[config.mk]
export PLATFORM = sky130hd
export DESIGN_NAME = ushift_reg
export DESIGN_NICKNAME = d
export VERILOG_FILES = /design/src/rtl/ushift_pkg.sv /design/src/rtl/ushift_ctrl.sv /design/src/rtl/ushift_cell.sv /design/src/rtl/ushift_reg.sv
export SDC_FILE = /design/constraint.sdc
export NUM_CORES = 1
export LEC_CHECK = 0
export BUFFER_PORTS_ARGS = -buffer_cell sky130_fd_sc_hd__clkbuf_2
export CAP_MARGIN = 15
export CORE_AREA = 5 5 42 44
export CTS_BUF_LIST = sky130_fd_sc_hd__clkbuf_4
export DETAILED_ROUTE_END_ITERATION = 16
export DIE_AREA = 0 0 47 49
export GPL_TIMING_DRIVEN = 1
export PLACE_DENSITY = 0.44
export RECOVER_POWER = 25
export REMOVE_ABC_BUFFERS = 1
export SYNTH_ARGS = -nofsm -noshare
export SYNTH_HDL_FRONTEND = slang
export SYNTH_SLANG_ARGS = --single-unit
[constraint.sdc]
create_clock -name clk -period 1.06 [get_ports clk]
set_input_delay 0.318 -clock clk [delete_from_list [all_inputs] [get_ports clk]]
set_output_delay 0.318 -clock clk [all_outputs]
set_load 0.005 [all_outputs]
[src/rtl/ushift_pkg.sv]
// Package: shared types of the bidirectional shift register.
// Assumes: mode encoding is fixed and visible at the top-level port.
package ushift_pkg;

    // Mode values as seen on the top-level port.
    typedef enum logic [1:0] {
        MODE_HOLD  = 2'b00,
        MODE_SHL   = 2'b01,
        MODE_SHR   = 2'b10,
        MODE_LOAD  = 2'b11
    } mode_e;

    // Decoded command that every bit cell obeys.
    typedef enum logic [2:0] {
        CELL_KEEP  = 3'd0,
        CELL_LEFT  = 3'd1,
        CELL_RIGHT = 3'd2,
        CELL_PAR   = 3'd3,
        CELL_ZERO  = 3'd4
    } cell_cmd_e;

endpackage

[src/rtl/ushift_ctrl.sv]
// Module: ushift_ctrl
// Turns the mode pair and the clear request into one cell command.
// Assumes: clear wins over every mode; purely combinational.
module ushift_ctrl
    import ushift_pkg::*;
(
    input  logic       clr,
    input  logic [1:0] mode,
    output cell_cmd_e  cmd
);

    // Map clear and mode to the command shared by all cells.
    always_comb begin
        if (clr) begin
            cmd = CELL_ZERO;
        end else begin
            unique case (mode_e'(mode))
                MODE_HOLD: cmd = CELL_KEEP;
                MODE_SHR:  cmd = CELL_LEFT;
                MODE_SHL:  cmd = CELL_RIGHT;
                MODE_LOAD: cmd = CELL_PAR;
                default:   cmd = CELL_KEEP;
            endcase
        end
    end

endmodule

[src/rtl/ushift_cell.sv]
// Module: ushift_cell
// One register bit: a selector in front of a single flip-flop.
// Assumes: neighbour values come from the cells (or serial inputs)
// beside it; reset is synchronous and active low.
module ushift_cell
    import ushift_pkg::*;
(
    input  logic      clk,
    input  logic      rst_n,
    input  cell_cmd_e cmd,
    input  logic      left_nbr,
    input  logic      right_nbr,
    input  logic      par_bit,
    output logic      q
);

    logic d_next;

    // Pick the next value of this bit from the decoded command.
    always_comb begin
        unique case (cmd)
            CELL_KEEP:  d_next = q;
            CELL_LEFT:  d_next = left_nbr;
            CELL_RIGHT: d_next = right_nbr;
            CELL_PAR:   d_next = par_bit;
            CELL_ZERO:  d_next = 1'b0;
            default:    d_next = q;
        endcase
    end

    // Store the selected value on the rising edge; reset to zero.
    always_ff @(posedge clk) begin
        if (!rst_n) begin
            q <= 1'b0;
        end else begin
            q <= d_next;
        end
    end

endmodule

[src/rtl/ushift_reg.sv]
// Module: ushift_reg (top)
// Bidirectional shift register with parallel load, hold and clear.
// Bit WIDTH-1 is the left end, bit 0 the right end.
// Assumes: all inputs are synchronous to clk.
module ushift_reg
    import ushift_pkg::*;
#(
    parameter int WIDTH = 4
)(
    input  logic             clk,
    input  logic             rst_n,
    input  logic             clr,
    input  logic [1:0]       mode,
    input  logic             ser_from_left,
    input  logic             ser_from_right,
    input  logic [WIDTH-1:0] par_in,
    output logic [WIDTH-1:0] par_out,
    output logic             ser_out_left,
    output logic             ser_out_right
);

    localparam int EXT_W = WIDTH + 2;

    cell_cmd_e        cmd;
    logic [WIDTH-1:0] q_bits;
    logic [EXT_W-1:0] chain;

    ushift_ctrl u_ctrl (
        .clr  (clr),
        .mode (mode),
        .cmd  (cmd)
    );

    // Register bits framed by the two serial inputs.
    assign chain = {ser_from_left, q_bits, ser_from_right};

    for (genvar i = 0; i < WIDTH; i++) begin : g_cell
        ushift_cell u_cell (
            .clk       (clk),
            .rst_n     (rst_n),
            .cmd       (cmd),
            .left_nbr  (chain[i+2]),
            .right_nbr (chain[i]),
            .par_bit   (par_in[i]),
            .q         (q_bits[i])
        );
    end

    // Outputs come straight from the flip-flops.
    assign par_out       = q_bits;
    assign ser_out_left  = q_bits[WIDTH-1];
    assign ser_out_right = q_bits[0];

endmodule

# Yosys cells after proc, flatten, opt, wreduce, memory -nomap -nowiden
# Index checks and enable logic that the tools add are counted.
[totals]
register_bits = 4
in_bits = 11
out_inout_bits = 6
word_cells = 19
[op_classes]
n_eq_ne = 7
muxes = 6
reduce_logical = 2
[ops]
columns = ["operator", "n"]
rows = [
  ["$pmux 1 s4", 4],
  ["$pmux 3 s4", 1],
  ["$eq 3x2->1 const B", 2],
  ["$eq 2x2->1 const B", 2],
  ["$reduce_bool 4->1", 1],
  ["$eq 3x1->1 const B", 1],
  ["$eq 3x3->1 const B", 1],
  ["$mux 3", 1],
  ["$eq 2x1->1 const B", 1],
  ["$logic_not 2->1", 1],
]

# Longest topological paths before layout
[logic_depth]
depth_word = 5
ltp_mapped = 3
mapped_depth_nobuf = 2

# By module
# From an unflattened synthesis, not the netlist that was laid out.
[hier_totals]
hier_cells = 37
hier_area_um2 = 325.3
[by_module_without_submodules]
columns = ["mod", "n_inst", "cells_per_inst", "area_per_inst_um2", "seq_area_each_um2"]
rows = [
  ["ushift_cell", 4, 8, 72.6, 20.0],
  ["ushift_ctrl", 1, 3, 20.0, 0.0],
  ["ushift_reg", 1, 2, 15.0, 0.0],
]

# Least setup slack after synthesis
# No wires, ideal clock.
[synth_timing]
kind = "input -> register"
startpoint = "input mode[0]"
endpoint = "register g_cell[1].u_cell.q"
setup_ps = 125
arrival_time_ps = 799
t_required_ps = 935
setup_slack_ps = 137
path_stages = 3
n_path_buf = 1
cell_sequence = "buf_2 -> mux2i_1 -> o22ai_1"
[synth_between]
elab_chain_len = 5
word_cells_on_any_way = 12
cone_classes = "eq/ne: 7; mux: 3; reduce/logical: 2"
[synth_lines]
columns = ["item", "line", "source"]
rows = [
  ["from (decl)", "ushift_reg.sv:13", "input logic [1:0] mode,"],
  ["$eq 2x2->1, or another cell as far along", "ushift_ctrl.sv:17", "unique case (mode_e'(mode))"],
  ["$pmux 3 s4 (*)", "ushift_ctrl.sv:17", ""],
  ["$mux 3 (*)", "ushift_ctrl.sv:14", "if (clr) begin"],
  ["$eq 3x3->1, or another cell as far along", "ushift_cell.sv:21", "unique case (cmd)"],
  ["$pmux 1 s4 or $reduce_bool 4->1 (tied branches)", "-", ""],
  ["to (signal assigned)", "ushift_cell.sv:36", "q <= d_next;"],
  ["to (decl)", "ushift_cell.sv:14", "output logic q"],
]
# Every way passes the cells marked *; elsewhere a longest branch is shown, timed or not. The select of a mux whose other input is x is not followed.
# A chain may end at the register's enable or synchronous reset.

# Final worst setup path
[layout_timing]
startpoint = "register g_cell[1].u_cell.q"
endpoint = "output par_out[1]"
[layout_rtl]
columns = ["item", "line", "source"]
rows = [
  ["to (decl)", "ushift_reg.sv:17", "output logic [WIDTH-1:0] par_out,"],
]
# No word-level cell between the ends.

==> flow_summary.ini <==
[outcome]
status = complete, no violations

[synthesis]
syn_avg_cell_area_um2 = 10.4
ys_seq_area_share_pct = 33.5
async_flop_share_pct = 0
synth_top_area_cell = dfxtp_1
synth_ff_type = dfxtp_1
yosysTopAreaCellShare_pct = 33.5
synth_cells = 23
synthTopCellsByArea = dfxtp_1 (34%), mux2i_1 (34%), buf_4 (13%)
synth_common_cells = mux2i_1 (8), buf_4 (4), dfxtp_1 (4), o22ai_1 (4)
synthDistinctLibCells = 7
yosysWarningCount = 0
synth_edf_count = 0
ys_ff_latch = 4
post-synth-top-count-cell = mux2i_1
netlist_area_um2 = 239

[floorplan]
ioPinCount = 17
die_h_um = 49
die_area_um2 = 2300
die_x_um = 47
core_um2 = 1400
initial_core_util_pct = 17.1
num_rows = 14

[hold_path]
hp-start = par_in[1]
min_path_cells = 3
hold_end = g_cell[1].u_cell.q
min_path_type = in2reg

[finish]
largest_reg_flops = 4
drive_above_1_share_pct = 64.9
diodes = 0
syn_to_final_growth_pct = 38.7
fin_nets = 50
largest_register = g_cell.u_cell.q
reg_top3 = g_cell.u_cell.q (4)
fin_cells = 53

[global_routing]
grt_overflow = 0
grt_max_degree = 9
grt_usage_pct = 6.55
grt_pass1_wl_um = 1050
antenna_found_initial = 0
grt_pass1_vias = 265

[clock_network]
clk-insertion-delay-late_ps = 240
postCtsSetupRepairBufs = 0
clk_pin_slew_ps = 40
cts_tree = yes
clock_path_buffers = 2
cts-root-buf = clkbuf_4
numClockSinks = 4
numCtsBuffers = 3
htreeDepth = 1

[timing]
maxSlewViolCount = 0
hold_viol_final = 0
slew_headroom_pct = 82.9
min_period_over_period_pct = 95.1
tns_ps = 0
rsz0062_at_grt = no
fmax_mhz = 992
worst_pin_slew_ps = 256
skew_ps = 5.31
setup_viol = 0
min_period_ps = 1010
setup_slack_ps = 52.4

[worst_setup_path]
crit_path_start_kind = register
worst-path-buf-inv = 1
worstPathArrival_ps = 690
reg2reg_from = g_cell[1].u_cell.q
endpoint_kind = output pin
crit_fanout = 4
r2r_end = g_cell[2].u_cell.q
critPathRequiredTime_ps = 740
r2r_slack_ps = 370
path_delay_family = flip-flops
crit_chain = clkbuf_2
slowest_delay_ps = 340
r2r_cells = 2
critical-path-slowest-cell = dfxtp_2
crit_type = reg2out

[placement]
place_ws_ps = 12.8
placed_cells = 50
numPortBuffers = 16
gp_congestion = 0.717

[power]
power_leakage_uw = 0.000170
ir_drop_v = 0.000798
powerDensity_nw_per_um2 = 1250

[drt]
drc_errors = 0
wl_um = 596
vias = 223
drt_iter0_drc = 1
first_pass_iters = 4
post_drt_wl_per_cell_um = 11.2
vias_per_cell = 4.21
postRouteAntennaNets = 0

[job]
maxCapViolCount = 0
where the power goes:
part | switching [µW] | total (µW) | internal [µW] | leakage [µW]
registers | 4.49 | 162 | 157 | 0.0000344
logic | 25.7 | 61.1 | 35.4 | 0.000121
clock network | 64.0 | 191 | 127 | 0.0000138
cells in the final DEF, fill, tap and decap left out:
master,count
clkbuf_2,16
clkbuf_4,3
dfxtp_2,4
mux2i_1,8
nand3b_1,1
o22ai_1,4
or3b_4,1
layer usage:
layer,track usage [%],wire (µm)
met5,0,0
met4,1.38,0
met3,6.27,117
met2,7.24,173
met1,9.03,305
worst max-delay path by stage:
stage / depth (start not counted) / from / slack [ps] / to
3_5_place_dp: 3 / mode[1] / 10 / g_cell[1].u_cell.q
4_1_cts: 1 / g_cell[2].u_cell.q / 40 / par_out[2]
2_1_floorplan: 2 / mode[1] / 150 / g_cell[1].u_cell.q
3_3_place_gp: 3 / mode[1] / 20 / g_cell[1].u_cell.q
6_report: 1 / g_cell[1].u_cell.q / 50 / par_out[1]
5_1_grt: 1 / g_cell[1].u_cell.q / 1 / par_out[1]
layout make-up:
| class | count | area, µm² |
|---|---|---|
| clock buffer | 3 | 22.5 |
| multi-input combinational | 14 | 124 |
| tap | 16 | 20.0 |
| timing repair buffer | 16 | 80.1 |
| sequential | 4 | 85.1 |
| fill | 161 | 1070 |
kinds of logic after synthesis:
kind of cell	synth area share, %
AND/OR/NAND/NOR	7.85
flip-flops	33.5
AO/OA/AOI/OAI	10.5
buffers and inverters	14.7
multiplexers	33.5
per-stage QoR:
stage                     hold slack (ps)  utilization (%)  power [µW]  instance area, µm²
final                                 360             23.7         413                 332
after global routing                  375             23.7         444                 332
after CTS                             356             23.7         424                 332
after detailed placement              583             21.7         224                 304
after global placement                584             21.7         224                 304
after floorplan                       491                -         188                 204
what timing repair did:
action,4_1_cts,5_1_grt
hold buffers,0,0
gates resized for setup,4,0
setup endpoints to repair,6,0
(Power assumes the default switching activity.)
